## config.mk

```make
export PLATFORM = sky130hd
export DESIGN_NAME = evo_cmd_decoder
export DESIGN_NICKNAME = d
export VERILOG_FILES = /design/src/rtl/evo_dec_pkg.sv /design/src/rtl/evo_op_decode.sv /design/src/rtl/evo_bit_emitter.sv /design/src/rtl/evo_bit_fifo.sv /design/src/rtl/evo_cmd_decoder.sv
export SDC_FILE = /design/constraint.sdc
export NUM_CORES = 1
export LEC_CHECK = 0
export ABC_AREA = 1
export BUFFER_PORTS_ARGS = -buffer_cell sky130_fd_sc_hd__buf_4
export CORE_AREA = 2 2 146 148
export CTS_CLUSTER_SIZE = 10
export DETAILED_ROUTE_END_ITERATION = 8
export DIE_AREA = 0 0 148 150
export PLACE_DENSITY = 0.78
export SETUP_SLACK_MARGIN = 0.1
export SLEW_MARGIN = 20
export SYNTH_ARGS = -nofsm -noshare
export SYNTH_HDL_FRONTEND = slang
export SYNTH_SLANG_ARGS = --single-unit
```

## constraint.sdc

```tcl
create_clock -name clk -period 2.9 [get_ports clk]
set_input_delay 0.145 -clock clk [delete_from_list [all_inputs] [get_ports clk]]
set_output_delay 0.145 -clock clk [all_outputs]
set_load 0.1 [all_outputs]
```

## src/rtl/evo_dec_pkg.sv

```systemverilog
package evo_dec_pkg;
  localparam int INSTR_W = 32;

  localparam logic [7:0] OP_LUT_FIRST = 8'h01;
  localparam logic [7:0] OP_LUT_LAST  = 8'h06;
  localparam logic [7:0] OP_PRM_FIRST = 8'h07;
  localparam logic [7:0] OP_PRM_LAST  = 8'h0B;
  localparam logic [7:0] OP_MASK_BIN  = 8'h0C;
  localparam logic [7:0] OP_MASK_RL   = 8'h0D;
  localparam logic [7:0] OP_RUN_ZERO  = 8'h0E;
  localparam logic [7:0] OP_RUN_ONE   = 8'h0F;
  localparam logic [7:0] OP_XFER_P1   = 8'h10;
  localparam logic [7:0] OP_XFER_CH   = 8'h12;

  typedef enum logic [2:0] {
    K_BAD,
    K_LUT,
    K_PARAM,
    K_MASK_BIN,
    K_MASK_RL,
    K_RUN,
    K_XFER
  } cmd_cls_e;

  typedef enum logic [2:0] {
    S_IDLE,
    S_RD,
    S_DATA,
    S_EMIT,
    S_XFER
  } dec_state_e;
endpackage

```

## src/rtl/evo_op_decode.sv

```systemverilog
module evo_op_decode
  import evo_dec_pkg::*;
#(
  parameter int IB_AW = 11,
  parameter int CNT_W = 13,
  parameter int VAL_W = 16
) (
  input  logic [INSTR_W-1:0] word,
  output cmd_cls_e           cls,
  output logic [2:0]         sub,
  output logic [IB_AW-1:0]   addr,
  output logic [CNT_W-1:0]   count,
  output logic [VAL_W-1:0]   value
);
  logic [7:0] op;
  assign op    = word[7:0];
  assign addr  = word[8 +: IB_AW];
  assign count = word[19 +: CNT_W];
  assign value = word[8 +: VAL_W];

  always_comb begin
    cls = K_BAD;
    sub = '0;
    if (op >= OP_LUT_FIRST && op <= OP_LUT_LAST) begin
      cls = K_LUT;
      sub = 3'(op - OP_LUT_FIRST);
    end else if (op >= OP_PRM_FIRST && op <= OP_PRM_LAST) begin
      cls = K_PARAM;
      sub = 3'(op - OP_PRM_FIRST);
    end else if (op == OP_MASK_BIN) begin
      cls = K_MASK_BIN;
    end else if (op == OP_MASK_RL) begin
      cls = K_MASK_RL;
    end else if (op == OP_RUN_ZERO || op == OP_RUN_ONE) begin
      cls = K_RUN;
      sub = {2'b00, op[0]};
    end else if (op >= OP_XFER_P1 && op <= OP_XFER_CH) begin
      cls = K_XFER;
      sub = 3'(op - OP_XFER_P1);
    end
  end
endmodule

```

## src/rtl/evo_bit_emitter.sv

```systemverilog
module evo_bit_emitter #(
  parameter int WORD_W = 32,
  parameter int RUN_W  = 16
) (
  input  logic              clk,
  input  logic              rst_n,
  input  logic              load,
  input  logic              bin,
  input  logic              run_val,
  input  logic [RUN_W-1:0]  run_len,
  input  logic [WORD_W-1:0] word,
  input  logic              full,
  output logic              busy,
  output logic              push,
  output logic              push_bit
);
  localparam int CW = (RUN_W > $clog2(WORD_W + 1)) ? RUN_W : $clog2(WORD_W + 1);

  logic [CW-1:0]     rem;
  logic [WORD_W-1:0] sreg;
  logic              bin_q;
  logic              val_q;

  assign busy     = (rem != '0);
  assign push     = busy && !full;
  assign push_bit = bin_q ? sreg[0] : val_q;

  always_ff @(posedge clk or negedge rst_n) begin
    if (!rst_n) begin
      rem   <= '0;
      sreg  <= '0;
      bin_q <= 1'b0;
      val_q <= 1'b0;
    end else if (load) begin
      rem   <= bin ? CW'(WORD_W) : CW'(run_len);
      sreg  <= word;
      bin_q <= bin;
      val_q <= run_val;
    end else if (push) begin
      rem  <= rem - 1'b1;
      sreg <= sreg >> 1;
    end
  end


  load_idle_chk: assert property (@(posedge clk) disable iff (!rst_n)
    load |-> !busy);
endmodule

```

## src/rtl/evo_bit_fifo.sv

```systemverilog
module evo_bit_fifo #(
  parameter int DEPTH = 8
) (
  input  logic clk,
  input  logic rst_n,
  input  logic in_valid,
  input  logic in_bit,
  output logic full,
  output logic out_valid,
  input  logic out_ready,
  output logic out_bit
);
  localparam int AW = (DEPTH > 1) ? $clog2(DEPTH) : 1;

  logic [DEPTH-1:0] mem;
  logic [AW-1:0]    wp, rp;
  logic [AW:0]      cnt;
  logic             wr, rd;

  assign full      = (cnt == (AW+1)'(DEPTH));
  assign out_valid = (cnt != '0);
  assign out_bit   = mem[rp];
  assign wr        = in_valid && !full;
  assign rd        = out_valid && out_ready;

  always_ff @(posedge clk) begin
    if (wr) mem[wp] <= in_bit;
  end

  always_ff @(posedge clk or negedge rst_n) begin
    if (!rst_n) begin
      wp  <= '0;
      rp  <= '0;
      cnt <= '0;
    end else begin
      if (wr) wp <= (wp == AW'(DEPTH - 1)) ? '0 : wp + 1'b1;
      if (rd) rp <= (rp == AW'(DEPTH - 1)) ? '0 : rp + 1'b1;
      cnt <= cnt + (AW+1)'(wr) - (AW+1)'(rd);
    end
  end


  no_overflow_chk: assert property (@(posedge clk) disable iff (!rst_n)
    cnt <= (AW+1)'(DEPTH));


  mask_hold_chk: assert property (@(posedge clk) disable iff (!rst_n)
    out_valid && !out_ready |=> out_valid && $stable(out_bit));
endmodule

```

## src/rtl/evo_cmd_decoder.sv

```systemverilog
module evo_cmd_decoder
  import evo_dec_pkg::*;
#(
  parameter int IB_AW      = 11,
  parameter int LUT_WORDS  = 8,
  parameter int MASK_DEPTH = 8,
  parameter int CNT_W      = 13,
  parameter int VAL_W      = 16,
  localparam int LIW       = (LUT_WORDS > 1) ? $clog2(LUT_WORDS) : 1
) (
  input  logic               clk,
  input  logic               rst_n,
  input  logic               cmd_valid,
  output logic               cmd_ready,
  input  logic [INSTR_W-1:0] cmd_word,
  output logic               ib_rd_en,
  output logic [IB_AW-1:0]   ib_addr,
  input  logic [INSTR_W-1:0] ib_rdata,
  output logic               prm_we,
  output logic [2:0]         prm_sel,
  output logic [VAL_W-1:0]   prm_val,
  output logic               lut_we,
  output logic [2:0]         lut_sel,
  output logic [LIW-1:0]     lut_idx,
  output logic [INSTR_W-1:0] lut_data,
  output logic               mask_valid,
  input  logic               mask_ready,
  output logic               mask_bit,
  output logic               xfer_valid,
  input  logic               xfer_ready,
  output logic [1:0]         xfer_kind,
  output logic [INSTR_W-1:0] xfer_addr,
  output logic [INSTR_W-1:0] xfer_len,
  output logic               err_opcode
);
  localparam int RUN_W = 16;

  cmd_cls_e         dec_cls;
  logic [2:0]       dec_sub;
  logic [IB_AW-1:0] dec_addr;
  logic [CNT_W-1:0] dec_count;
  logic [VAL_W-1:0] dec_value;

  dec_state_e       state;
  cmd_cls_e         cls_q;
  logic [2:0]       sub_q;
  logic [IB_AW-1:0] ptr;
  logic [CNT_W-1:0] words_left;
  logic [LIW-1:0]   lut_cnt;
  logic             rl_val;
  logic             accept;

  logic             em_load, em_bin, em_val, em_busy, em_push, em_bit;
  logic [RUN_W-1:0] em_len;
  logic             fifo_full;

  evo_op_decode #(.IB_AW(IB_AW), .CNT_W(CNT_W), .VAL_W(VAL_W)) u_dec (
    .word(cmd_word), .cls(dec_cls), .sub(dec_sub),
    .addr(dec_addr), .count(dec_count), .value(dec_value)
  );

  assign cmd_ready = (state == S_IDLE);
  assign accept    = cmd_valid && cmd_ready;
  assign ib_rd_en  = (state == S_RD);
  assign ib_addr   = ptr;

  always_comb begin
    em_load = 1'b0;
    em_bin  = 1'b0;
    em_val  = 1'b0;
    em_len  = '0;
    if (accept && dec_cls == K_RUN) begin
      em_load = 1'b1;
      em_val  = dec_sub[0];
      em_len  = RUN_W'(dec_value);
    end else if (state == S_DATA && (cls_q == K_MASK_BIN || cls_q == K_MASK_RL)) begin
      em_load = 1'b1;
      em_bin  = (cls_q == K_MASK_BIN);
      em_val  = rl_val;
      em_len  = ib_rdata[RUN_W-1:0];
    end
  end

  evo_bit_emitter #(.WORD_W(INSTR_W), .RUN_W(RUN_W)) u_emit (
    .clk(clk), .rst_n(rst_n), .load(em_load), .bin(em_bin), .run_val(em_val),
    .run_len(em_len), .word(ib_rdata), .full(fifo_full),
    .busy(em_busy), .push(em_push), .push_bit(em_bit)
  );

  evo_bit_fifo #(.DEPTH(MASK_DEPTH)) u_fifo (
    .clk(clk), .rst_n(rst_n), .in_valid(em_push), .in_bit(em_bit),
    .full(fifo_full), .out_valid(mask_valid), .out_ready(mask_ready),
    .out_bit(mask_bit)
  );

  always_ff @(posedge clk or negedge rst_n) begin
    if (!rst_n) begin
      state      <= S_IDLE;
      cls_q      <= K_BAD;
      sub_q      <= '0;
      ptr        <= '0;
      words_left <= '0;
      lut_cnt    <= '0;
      rl_val     <= 1'b0;
      prm_we     <= 1'b0;
      prm_sel    <= '0;
      prm_val    <= '0;
      lut_we     <= 1'b0;
      lut_sel    <= '0;
      lut_idx    <= '0;
      lut_data   <= '0;
      xfer_valid <= 1'b0;
      xfer_kind  <= '0;
      xfer_addr  <= '0;
      xfer_len   <= '0;
      err_opcode <= 1'b0;
    end else begin
      prm_we     <= 1'b0;
      lut_we     <= 1'b0;
      err_opcode <= 1'b0;
      case (state)
        S_IDLE: if (accept) begin
          cls_q  <= dec_cls;
          sub_q  <= dec_sub;
          ptr    <= dec_addr;
          rl_val <= 1'b0;
          case (dec_cls)
            K_PARAM: begin
              prm_we  <= 1'b1;
              prm_sel <= dec_sub;
              prm_val <= dec_value;
            end
            K_RUN: state <= S_EMIT;
            K_LUT: begin
              words_left <= CNT_W'(LUT_WORDS);
              lut_cnt    <= '0;
              state      <= S_RD;
            end
            K_MASK_BIN, K_MASK_RL: begin
              words_left <= dec_count;
              state      <= (dec_count == '0) ? S_IDLE : S_RD;
            end
            K_XFER: begin
              words_left <= CNT_W'(2);
              state      <= S_RD;
            end
            default: err_opcode <= 1'b1;
          endcase
        end
        S_RD: state <= S_DATA;
        S_DATA: begin
          ptr        <= ptr + 1'b1;
          words_left <= words_left - 1'b1;
          case (cls_q)
            K_LUT: begin
              lut_we   <= 1'b1;
              lut_sel  <= sub_q;
              lut_idx  <= lut_cnt;
              lut_data <= ib_rdata;
              lut_cnt  <= lut_cnt + 1'b1;
              state    <= (words_left == CNT_W'(1)) ? S_IDLE : S_RD;
            end
            K_MASK_BIN: state <= S_EMIT;
            K_MASK_RL: begin
              rl_val <= ~rl_val;
              state  <= S_EMIT;
            end
            K_XFER: begin
              if (words_left == CNT_W'(2)) begin
                xfer_addr <= ib_rdata;
                state     <= S_RD;
              end else begin
                xfer_len   <= ib_rdata;
                xfer_kind  <= sub_q[1:0];
                xfer_valid <= 1'b1;
                state      <= S_XFER;
              end
            end
            default: state <= S_IDLE;
          endcase
        end
        S_EMIT: if (!em_busy) begin
          state <= (cls_q == K_RUN || words_left == '0) ? S_IDLE : S_RD;
        end
        S_XFER: if (xfer_ready) begin
          xfer_valid <= 1'b0;
          state      <= S_IDLE;
        end
        default: state <= S_IDLE;
      endcase
    end
  end


  xfer_hold_chk: assert property (@(posedge clk) disable iff (!rst_n)
    xfer_valid && !xfer_ready |=> xfer_valid && $stable(xfer_addr)
      && $stable(xfer_len) && $stable(xfer_kind));


  stall_chk: assert property (@(posedge clk) disable iff (!rst_n)
    em_busy |-> !cmd_ready);


  rd_busy_chk: assert property (@(posedge clk) disable iff (!rst_n)
    ib_rd_en |-> !cmd_ready);


  one_event_chk: assert property (@(posedge clk) disable iff (!rst_n)
    $onehot0({prm_we, lut_we, err_opcode}));


  prm_pulse_chk: assert property (@(posedge clk) disable iff (!rst_n)
    prm_we |-> $past(cmd_valid && cmd_ready));
endmodule

```

-- Word-level counts from Yosys, hierarchy flattened
Index checks and enable logic that the tools add are counted.
- flip-flop bits (word level): 232
- logic and storage cells: 187
- output and inout port bits: 142
- add/subtract/negate cells: 11
- bitwise operators: 2
- reduce and logical (&&, ||, !) cells: 37
- muxes and demuxes: 67
- equality and inequality tests: 34
- $lt $le $gt $ge: 9
- operators by type and width (cell ; count):
    $mux W16 ; 5
    $mux W32 ; 2
    $mux W3 ; 21
    $pmux W13 S3 ; 1
    $eq A8 B4 Y1 const B ; 4
    $eq A3 B3 Y1 const B ; 9
    $logic_not A13 Y1 ; 2
    $pmux W13 S2 ; 1
    $mux W1 ; 25
    $pmux W11 S2 ; 1
    $pmux W3 S3 ; 2
    $reduce_bool A16 Y1 ; 1
    $sub A16 B1 Y16 const B ; 1
    $eq A3 B2 Y1 const B ; 5
    $pmux W3 S5 ; 1
    $reduce_and A3 Y1 ; 5
    $eq A13 B1 Y1 const B ; 1
    $eq A13 B2 Y1 const B ; 1
    $mux W13 ; 1
    $sub A13 B1 Y13 const B ; 1
    $reduce_and A4 Y1 ; 3
    $add A11 B1 Y11 const B ; 1
    $mux W11 ; 1
    $logic_and A1 B1 Y1 ; 10
    33 further kinds ; 55

-- Logic depth before layout (Yosys ltp)
- word-level depth: 13
- gate-level depth with buffers: 17
- mapped depth without buffers: 17

-- By module
From an unflattened synthesis, not the netlist that was laid out.
- cell total of the unflattened synthesis: 1489
- area total of the unflattened synthesis: 12106.6 sq um
- by module, submodules not included (module ; instances ; cells an instance ; seq. area each (sq um) ; area an instance (sq um)):
    evo_cmd_decoder ; 1 ; 864 ; 4103.9 ; 7413.4
    evo_bit_emitter ; 1 ; 403 ; 1251.2 ; 2980.4
    evo_bit_fifo ; 1 ; 110 ; 490.5 ; 1011.0
    evo_op_decode ; 1 ; 112 ; 0.0 ; 701.9

-- Least setup slack after synthesis
No wires, ideal clock.
- kind: reg-to-reg
- start: register state[2]
- end: register state[1]
- setup time: 66 ps
- stages on the path, launching flop included: 5
- arrival time: 2955 ps
- data required time: 2834 ps
- path slack: -120 ps
- cell sequence: dfrtp_1 nor3_1 or2_2 o21ai_0 nand2_1
- elaborated cells on any way between the ends: 12
- RTL lines (what ; line ; text):
    from (decl) ; evo_cmd_decoder.sv:44 ; dec_state_e state;
    from (signal assigned) ; evo_cmd_decoder.sv:141 ; state <= (dec_count == '0) ? S_IDLE : S_RD;
    from (signal assigned) ; evo_cmd_decoder.sv:161 ; state <= (words_left == CNT_W'(1)) ? S_IDLE : S_RD;
    from (signal assigned) ; evo_cmd_decoder.sv:183 ; state <= (cls_q == K_RUN || words_left == '0) ? S_IDLE : S_RD;
    $eq A3 B1 Y1 ; - ;
    net ib_rd_en ; evo_cmd_decoder.sv:16 ; output logic ib_rd_en,
    $pmux W3 S5 ; evo_cmd_decoder.sv:121 ; case (state)
The timed path passes the listed nets, and every way through them passes these cells.
A chain may end at the register's enable or synchronous reset.

-- Worst setup path after layout
- start: register state[2]
- end: register u_emit.sreg[9]
- longest elaborated chain between the ends: 5
- elaborated cells on any way between the ends: 9
- ends and longest elaborated chain (what ; line ; text):
    $eq A3 B2 Y1 or $logic_not A3 Y1 (tied branches) ; evo_cmd_decoder.sv:76, evo_cmd_decoder.sv:62 ;
    $logic_and A1 B1 Y1 (on tied branches) ; evo_cmd_decoder.sv:76, evo_cmd_decoder.sv:63 ;
    $mux W1 or $logic_and A1 B1 Y1 (tied branches) ; evo_cmd_decoder.sv:76, evo_cmd_decoder.sv:72 ;
    $mux W1 (*) ; evo_cmd_decoder.sv:72 ; if (accept && dec_cls == K_RUN) begin
    $mux W32 or $reduce_bool A2 Y1 (tied branches) ; - ;
    to (signal assigned) ; evo_bit_emitter.sv:36 ; sreg <= word;
    to (signal assigned) ; evo_bit_emitter.sv:41 ; sreg <= sreg >> 1;
    to (decl) ; evo_bit_emitter.sv:20 ; logic [WORD_W-1:0] sreg;
Every way passes the cells marked *; elsewhere a longest branch is shown, timed or not.

==> run metrics <==
status=finished, final reports clean; register area share after synthesis=0.525; Area growth, synth to finish=28.0%; fill count=~1700; Final Wtd Congestion=0.882; commonest non-fill, non-tap cell in the layout=nand2_1; vias in the first global route=about 9600; Setup Buffers After CTS=0; Post-synth ARST share=0.966; Max Cap Viol=0; Max FO, Critical Path=14; nets@finish=1661; Worst EP required=approximately 3.3 ns; final hold vios=0; Power Density=1010 mW/mm²; Cell Chain, Critical Path=nor2_1 > nand2_2 > inv_1 > nand2_1 > nand2_4 > inv_2 > nand2_2 > inv_1 > nand2_1 > o21ai_0; largest net degree at the start of global routing=between 90 and 100; setup_tns=0 ns; flops & latches, synth=232; fmax=383 MHz; CTS buffer count=27; layout cells sized above 1=0.200; most frequent cells in the layout=nand2_1, buf_4, dfrtp_1, o21ai_0, inv_1; clock tree buffer depth=3; slew at the pin closest to its max-slew limit=just under 0.7 ns; initial core utilization=0.538; peak supply drop=~0.0011 V; Initial DRC Count=697; CTS H-Tree Depth=1; routed wire length=a little over 30000 µm; post-synth cell types=49; Final Skew=roughly 0.023 ns; Final HPWL DP=~22000 µm; Root Driver=clkbuf_16; drt wl/cell=16.7 µm; First-pass DRT Iterations=7; Final Critical Period=2.61 ns; Post-synth EDFFs=8; I/O pin total=roughly 210; critical path launch point type=flip-flop; syn avg cell area=around 8.5 µm²; vias per std cell=about 5.4; Critical Path Max Stage Delay=around 0.43 ns; synthesized area=between 0.01 and 0.015 mm²; Clock Latency Late Sink=around 0.52 ns; LEAKAGE=roughly 7.2 nW; ANT cells=0; CP endpoint kind=flip-flop; global-route wire length before repair=about 49000 µm; Inst Count DP=~1800; row count=53; core area=approximately 0.021 mm²; Post-synth top flop=dfrtp_1; Gate Count Post-Synth=1306; die height=roughly 150 µm; initial antenna violation count=0; Finished Core Util=0.688; Worst-path clk slew=about 0.06 ns; Hold Crit Class=in2reg; final setup fails=0; die width=148 µm; die area=0.0222 mm²; part of the cycle the worst path needs=0.900; RSZ-0062 raised after global routing=false; kind of critical path=reg2reg; # DRC=0; final cell count without fillers=~1800; antenna-violating nets left=0; Num Clock Sinks=between 200 and 250; PortBufs=210; gr usage total=0.277; CTS tree=done; crit path DAT=roughly 3.0 ns; grt total ovfl=0; yosys warns=0; slew margin rel.=0.545; vias=around 10000; slowest cell on the critical path=dfrtp_1; Net Count, Synth=roughly 1400; fin. max-slew vios=0
==> worst max-delay path, delay by kind of cell, from the launching register on <==
family,cells,cell delay (ns)
AO/OA/AOI/OAI,1,0.11
buffers and inverters,3,0.56
flip-flops,1,0.43
AND/OR/NAND/NOR,6,1.38
==> worst paths after layout <==
check | endpoint | from | slack [ns] | cells after the start
setup / recovery | u_emit.sreg[9] | state[2] | 0.29 | 10
hold / removal | u_emit.sreg[9] | ib_rdata[9] | 0.02 | 3
setup reg to reg | u_emit.sreg[9] | state[2] | 0.29 | 10
hold reg to reg | lut_idx[1] | lut_idx[1] | 0.48 | 2
max in group asynchronous | words_left[9] | rst_n | 1.69 | 3
min in group asynchronous | u_emit.sreg[26] | rst_n | 0.19 | 2
==> metal layers <==
layer / vias to the layer above / wire length (µm) / global-route usage
met4: 0 / 1020 / 0.0957
met5: - / 0 / 0
met3: 57 / 2420 / 0.0463
li1: 4774 / - / -
met1: 4754 / 12600 / 0.364
met2: 416 / 14800 / 0.468
==> cells in the mapped netlist (2+ instances only) <==
cell	count	area (µm²)
ha_1	25	313
buf_2	14	70.1
o22ai_1	13	81.3
nand2_1	307	1150
nor2_1	76	285
dfrtp_1	224	5610
a22oi_1	4	30.0
xnor2_1	3	26.3
clkbuf_1	22	82.6
nand3_1	48	240
nor3b_1	3	22.5
nor4_1	3	18.8
o21a_1	2	15.0
edfxtp_1	8	240
inv_2	4	15.0
buf_1	4	15.0
nand2_2	7	43.8
o211ai_1	3	22.5
or2_2	2	12.5
nor3_1	12	60.1
nand3b_1	4	30.0
nand3_2	6	60.1
o21ai_2	20	175
buf_4	5	37.5
o221ai_1	6	52.6
a31oi_1	4	25.0
nor2_2	3	18.8
o31ai_1	3	22.5
o21ai_1	53	265
inv_1	159	597
nor2_4	3	33.8
nand4_1	3	18.8
xor2_1	13	114
o21ai_0	192	961
a21oi_1	27	135
o32ai_1	2	17.5
buf_6	7	78.8
==> logic make-up after synthesis <==
group / share of synthesized area
buffers and inverters: 0.0816
DFF: 0.525
muxes: 0.00191
AOI/OAI and AO/OA: 0.164
and+or+nand+nor: 0.185
adders and majority gates: 0.0299
xor gates and xnor gates: 0.0126
==> power by group <==
group          internal (mW)  switching, mW
Combinational           1.69           5.09
Sequential              4.09          0.580
Clock                   1.76           1.20
Total                   7.55           6.88
==> area by class of cell <==
class,instances,area (µm²),area share
inverter,163,612,0.0430
timing repair buffer,285,2310,0.162
clock inverter,1,30.0,0.00211
multi-input combinational,857,4400,0.309
clock buffer,32,704,0.0495
sequential,232,5850,0.410
tap,275,344,0.0242
==> per-stage QoR <==
stage	worst slack [ns]	hold WS, ns	power, mW	instance area [µm²]
after floorplan	0.308	-0.151	9.81	11100
after global placement	0.200	0.200	11.2	13000
after detailed placement	0.0647	0.191	11.4	13000
after CTS	0.298	0.00781	14.4	14200
after global routing	0.121	0.00959	15.2	14200
final	0.289	0.0223	14.4	14200
==> flip-flops by register name, indices dropped and copies added, names as in the netlist, 4 cells and up <==
| signal | count |
|---|---|
| u_fifo.cnt | 4 |
| xfer_addr | 32 |
| lut_data | 32 |
| u_emit.sreg | 32 |
| u_emit.rem | 16 |
| ib_addr | 11 |
| u_fifo.mem | 8 |
| prm_val | 16 |
| words_left | 13 |
| xfer_len | 32 |
==> repair_timing <==
item,in CTS,in global routing
resized for setup,0,0
hold buffers,55,0
endpoints found under the hold margin,193,0
No activity file was read; power rests on OpenSTA's default activity.
